### src/rtl/pwrmode_pkg.sv
package pwrmode_pkg;
  typedef enum logic [1:0] {
    MODE_RUN   = 2'd0,
    MODE_IDLE  = 2'd1,
    MODE_PDOWN = 2'd2
  } pm_mode_e;

  // Clock enables, ordered {cpu, dma, periph, osc}
  function automatic logic [3:0] pm_enables(pm_mode_e m);
    case (m)
      MODE_IDLE:  pm_enables = 4'b0011;
      MODE_PDOWN: pm_enables = 4'b0000;
      default:    pm_enables = 4'b1111;
    endcase
  endfunction

  // Pin override, ordered {hold, ale, psen}
  function automatic logic [2:0] pm_pins(pm_mode_e m);
    case (m)
      MODE_IDLE:  pm_pins = 3'b111;
      MODE_PDOWN: pm_pins = 3'b100;
      default:    pm_pins = 3'b000;
    endcase
  endfunction

  function automatic logic pm_wake(logic [31:0] req, logic [31:0] en);
    pm_wake = |(req & en);
  endfunction
endpackage

### src/rtl/pwr_clkdiv.sv
module pwr_clkdiv (
  input  logic clk_in,
  input  logic rst_n,
  output logic phase,
  output logic tick
);
  always_ff @(posedge clk_in or negedge rst_n) begin
    if (!rst_n) phase <= 1'b0;
    else        phase <= ~phase;
  end

  assign tick = phase;


  toggle_chk: assert property (@(posedge clk_in) disable iff (!rst_n)
    1'b1 |=> (phase != $past(phase)));
endmodule

### src/rtl/pwr_mode_fsm.sv
module pwr_mode_fsm
  import pwrmode_pkg::*;
(
  input  logic     clk_in,
  input  logic     rst_n,
  input  logic     tick,
  input  logic     wr_idle,
  input  logic     wr_pdown,
  input  logic     wake,
  output pm_mode_e mode
);
  logic pend_idle_q, pend_pd_q;
  logic in_run, idle_req, pd_req;

  assign in_run   = (mode == MODE_RUN);
  assign idle_req = pend_idle_q | (in_run & wr_idle);
  assign pd_req   = pend_pd_q   | (in_run & wr_pdown);

  always_ff @(posedge clk_in or negedge rst_n) begin
    if (!rst_n) begin
      mode        <= MODE_RUN;
      pend_idle_q <= 1'b0;
      pend_pd_q   <= 1'b0;
    end else begin
      if (in_run) begin
        pend_idle_q <= idle_req;
        pend_pd_q   <= pd_req;
      end
      if (tick) begin
        case (mode)
          MODE_RUN: begin
            if (pd_req)        mode <= MODE_PDOWN;
            else if (idle_req) mode <= MODE_IDLE;
          end
          MODE_IDLE: begin
            if (wake) begin
              mode        <= MODE_RUN;
              pend_idle_q <= 1'b0;
            end
          end
          default: ;
        endcase
      end
    end
  end


  off_tick_stable_chk: assert property (@(posedge clk_in) disable iff (!rst_n)
    !tick |=> $stable(mode));

  pdown_sticky_chk: assert property (@(posedge clk_in) disable iff (!rst_n)
    (mode == MODE_PDOWN) |=> (mode == MODE_PDOWN));

  pdown_prio_chk: assert property (@(posedge clk_in) disable iff (!rst_n)
    (tick && in_run && pd_req) |=> (mode == MODE_PDOWN));

  wake_chk: assert property (@(posedge clk_in) disable iff (!rst_n)
    (tick && mode == MODE_IDLE && wake) |=> (mode == MODE_RUN));

  idle_hold_chk: assert property (@(posedge clk_in) disable iff (!rst_n)
    (mode == MODE_IDLE && !wake) |=> (mode == MODE_IDLE));
endmodule

### src/rtl/pwr_pin_ctrl.sv
module pwr_pin_ctrl
  import pwrmode_pkg::*;
(
  input  logic     clk_in,
  input  logic     rst_n,
  input  pm_mode_e mode,
  input  logic     prog_ext,
  output logic     pin_hold,
  output logic     ale_val,
  output logic     psen_val,
  output logic     p0_float
);
  logic [2:0] pins;

  always_comb begin
    pins     = pm_pins(mode);
    pin_hold = pins[2];
    ale_val  = pins[1];
    psen_val = pins[0];
    p0_float = (mode != MODE_RUN) & prog_ext;
  end


  idle_pins_chk: assert property (@(posedge clk_in) disable iff (!rst_n)
    (mode == MODE_IDLE) |-> (pin_hold && ale_val && psen_val));

  pdown_pins_chk: assert property (@(posedge clk_in) disable iff (!rst_n)
    (mode == MODE_PDOWN) |-> (pin_hold && !ale_val && !psen_val));

  run_drive_chk: assert property (@(posedge clk_in) disable iff (!rst_n)
    (mode == MODE_RUN) |-> (!p0_float && !pin_hold));
endmodule

### src/rtl/pwrmode_ctrl.sv
module pwrmode_ctrl
  import pwrmode_pkg::*;
#(
  parameter int NIRQ = 8
) (
  input  logic            clk_in,
  input  logic            rst_n,
  input  logic            wr_idle,
  input  logic            wr_pdown,
  input  logic [NIRQ-1:0] irq_req,
  input  logic [NIRQ-1:0] irq_en,
  input  logic            prog_ext,
  output logic            div_clk,
  output logic [1:0]      mode_o,
  output logic            cpu_clk_en,
  output logic            dma_clk_en,
  output logic            per_clk_en,
  output logic            osc_en,
  output logic            pin_hold,
  output logic            ale_val,
  output logic            psen_val,
  output logic            p0_float
);
  localparam int PADW = 32 - NIRQ;

  logic       tick, wake;
  pm_mode_e   mode;
  logic [3:0] en_vec;

  assign wake = pm_wake({{PADW{1'b0}}, irq_req}, {{PADW{1'b0}}, irq_en});

  pwr_clkdiv u_div (
    .clk_in (clk_in), .rst_n (rst_n), .phase (div_clk), .tick (tick)
  );

  pwr_mode_fsm u_fsm (
    .clk_in (clk_in), .rst_n (rst_n), .tick (tick),
    .wr_idle (wr_idle), .wr_pdown (wr_pdown), .wake (wake), .mode (mode)
  );

  pwr_pin_ctrl u_pins (
    .clk_in (clk_in), .rst_n (rst_n), .mode (mode), .prog_ext (prog_ext),
    .pin_hold (pin_hold), .ale_val (ale_val), .psen_val (psen_val),
    .p0_float (p0_float)
  );

  always_comb begin
    en_vec     = pm_enables(mode);
    cpu_clk_en = en_vec[3];
    dma_clk_en = en_vec[2];
    per_clk_en = en_vec[1];
    osc_en     = en_vec[0];
    mode_o     = mode;
  end


  idle_enables_chk: assert property (@(posedge clk_in) disable iff (!rst_n)
    (mode_o == 2'd1) |-> (!cpu_clk_en && !dma_clk_en && per_clk_en && osc_en));

  pdown_enables_chk: assert property (@(posedge clk_in) disable iff (!rst_n)
    (mode_o == 2'd2) |-> !(cpu_clk_en || dma_clk_en || per_clk_en || osc_en));
endmodule

### config.mk
export PLATFORM = sky130hd
export DESIGN_NAME = pwrmode_ctrl
export DESIGN_NICKNAME = d
export VERILOG_FILES = /design/src/rtl/pwrmode_pkg.sv /design/src/rtl/pwr_clkdiv.sv /design/src/rtl/pwr_mode_fsm.sv /design/src/rtl/pwr_pin_ctrl.sv /design/src/rtl/pwrmode_ctrl.sv
export SDC_FILE = /design/constraint.sdc
export NUM_CORES = 1
export LEC_CHECK = 0
export BUFFER_PORTS_ARGS = -buffer_cell sky130_fd_sc_hd__buf_4
export CAP_MARGIN = 20
export CELL_PAD_IN_SITES_DETAIL_PLACEMENT = 1
export CELL_PAD_IN_SITES_GLOBAL_PLACEMENT = 1
export CORE_MARGIN = 10
export CORE_UTILIZATION = 23
export DETAILED_ROUTE_END_ITERATION = 10
export PLACE_DENSITY_LB_ADDON = 0.08
export SLEW_MARGIN = 10
export SYNTH_ARGS = -nofsm -noshare
export SYNTH_HDL_FRONTEND = slang
export SYNTH_HIERARCHICAL = 1
export SYNTH_SLANG_ARGS = --single-unit
### constraint.sdc
create_clock -name clk_in -period 1.5 [get_ports clk_in]
set_clock_uncertainty 0.1 [all_clocks]
set_input_delay 0.075 -clock clk_in [delete_from_list [all_inputs] [get_ports clk_in]]
set_output_delay 0.075 -clock clk_in [all_outputs]
set_load 0.02 [all_outputs]
==> results_dict.tcl <==
set metrics [dict create \
    antenna_found_initial 0 \
    grt_max_degree 10 \
    grt_use_total 0.0724 \
    cts_root_buf "clkbuf_4" \
    max_freq_mhz 723 \
    die_x_um 58.7 \
    r2r_start "u_fsm/mode[1]" \
    num_vias 374 \
    syn_area_um2 344 \
    drt-total-wl_um 1180 \
    fill_cells 163 \
    slew_headroom 0.882 \
    ys_seq_area_frac 0.364 \
    irDropWorstVdd_mv 0.527 \
    clk_path_buf_depth 2 \
    drv_cap 0 \
    ios 32 \
    regArea_um2 126 \
    grt_pass1_vias 410 \
    dr.pass1.iters 2 \
    grt_first_pass_wirelength_um 1890 \
    antenna_cells 0 \
    worstPathRequired_ps 1320 \
    htree_num_levels 1 \
    fin_crit_ps 1380 \
    worst_pin_slew_ps 176 \
    rows 13 \
    drv_slew 0 \
    final_common_cell "buf_4" \
    critPathLaunchType "register" \
    portBuffers 31 \
    gp_congestion 0.687 \
    power_density_nw_per_um2 683 \
    routed-wl-met3_um 154 \
    hold_path.class "primary input to async pin" \
    met2_wirelength_um 664 \
    synth_seq_cells 5 \
    drc 0 \
    netlist_instances 34 \
    drive_gt1_frac 0.544 \
    hold_violations 0 \
    start_util 0.255 \
    timing.rr.end "u_fsm/mode[0]" \
    critPathKind "register to primary output" \
    place_hpwl_um 1080 \
    postSynthNetCount 58 \
    clk_pin_slew_ps 40 \
    cp-startpoint "u_fsm/mode[0]" \
    cts_inserted_buffers 3 \
    die_y_um 58.7 \
    worst_r2r_path_depth 2 \
    status "finished, final reports clean" \
    critPathArrivalTime_ps 1210 \
    p_leak_nw 0.336 \
    p_total_w 0.000426 \
    fp.coreArea_um2 1350 \
    yosysUniqueCellTypes 17 \
    cts_tree "yes" \
    rsz0062_at_grt "false" \
    cts_num_sinks 5 \
    setup_viol 0 \
    finalSetupTns_ps 0 \
    postCtsSetupBuffers 0 \
    wl_per_cell_um 14.2 \
    ys_warn_count 6 \
    crit_fanout 9 \
    multi_input_area_um2 170 \
    maxUsedRoutingLayer "met3" \
    syn_to_final_growth_pct 81.1 \
    nets 93 \
    end_kind "primary output" \
    syn-mean-instance-area_um2 10.1 \
    first_iter_violations 3 \
    dieArea_um2 3440 \
    clock_latency_ps 240 \
    r2r_slack_ps 220 \
    m1WireLength_um 358 \
    holdWs_ps 67.4 \
    period_share 0.923 \
    vias_per_cell 4.51 \
    antenna_left 0 \
    layout_common_cells "31 x buf_4, 5 x inv_1, 4 x a22oi_1, 4 x dfrtp_1" \
    grt.overflow.total 0 \
]
==> area by class of cell <==
cell class,instances,area share
clock buffers,4,0.0422
inverters,5,0.0301
multi-input cells,20,0.273
repair buffers,34,0.422
flip-flops and latches,5,0.203
well taps,15,0.0301
==> logic make-up (layout without fill, tap and decap cells) <==
family,count (synthesis),count (layout),synth area share
AOI/OAI and AO/OA,9,9,0.218
and+or+nand+nor,8,8,0.167
DFF,5,5,0.364
buffers and inverters,9,43,0.142
adders and majority gates,3,3,0.109
==> registers in the layout (all words and copies together), names as in the netlist <==
signal	flops
u_fsm/mode	2
u_fsm/pend_pd_q	1
u_div/phase	1
u_fsm/pend_idle_q	1
==> routing by layer <==
layer	up-vias	track usage
met4	0	0.00984
li1	183	-
met2	16	0.132
met5	-	0
met3	0	0.0644
met1	175	0.0579
==> critical path, stage by stage, from the launching register on <==
cell     delay (ps)
dfrtp_2         430
inv_1            60
ha_1            220
nor2b_4         110
buf_4           140
==> worst max-delay path by stage <==
stage / depth (start not counted) / end / slack [ps]
CTS: 4 / p0_float / 10
finish: 4 / p0_float / 120
detailed placement: 2 / u_fsm/mode[0] / 220
global route: 3 / cpu_clk_en / 10
global placement: 2 / u_fsm/mode[0] / 250
floorplan: 3 / dma_clk_en / 140
==> per-stage QoR <==
stage	std cells	area (um2)	util	setup slack, ps
2_1_floorplan	34	344	-	144
3_3_place_gp	76	566	0.419	245
3_5_place_dp	76	566	0.419	219
4_1_cts	83	622	0.461	9.69
5_1_grt	83	623	0.462	10.6
6_report	83	623	0.462	116
==> cells in the mapped netlist <==
master | number | area [um2]
nor2_1 | 2 | 7.51
o21bai_1 | 1 | 7.51
nor2b_1 | 1 | 6.26
a221o_1 | 1 | 10.0
o2bb2ai_1 | 1 | 8.76
buf_4 | 4 | 30.0
a22oi_1 | 4 | 30.0
nand2b_1 | 1 | 6.26
o21bai_2 | 1 | 11.3
nand4_1 | 1 | 6.26
or4b_1 | 1 | 10.0
nor2b_4 | 1 | 13.8
ha_1 | 3 | 37.5
nand3b_1 | 1 | 7.51
dfrtp_1 | 5 | 125
a21o_1 | 1 | 7.51
inv_1 | 5 | 18.8
==> power breakdown <==
part           leakage (nW)  switching [W]  internal, W
clock network        0.0150      0.0000544     0.000100
logic                 0.271      0.0000494    0.0000724
registers            0.0500     0.00000750     0.000142
total                 0.336       0.000111     0.000315
==> repair_timing <==
item                                    in CTS  in global routing
hold buffers                                 3                  0
endpoints found under the setup margin       0                  4
hold endpoints to repair                     7                  0
resized for setup                            0                  1
No activity file was read; power rests on OpenSTA's default activity.
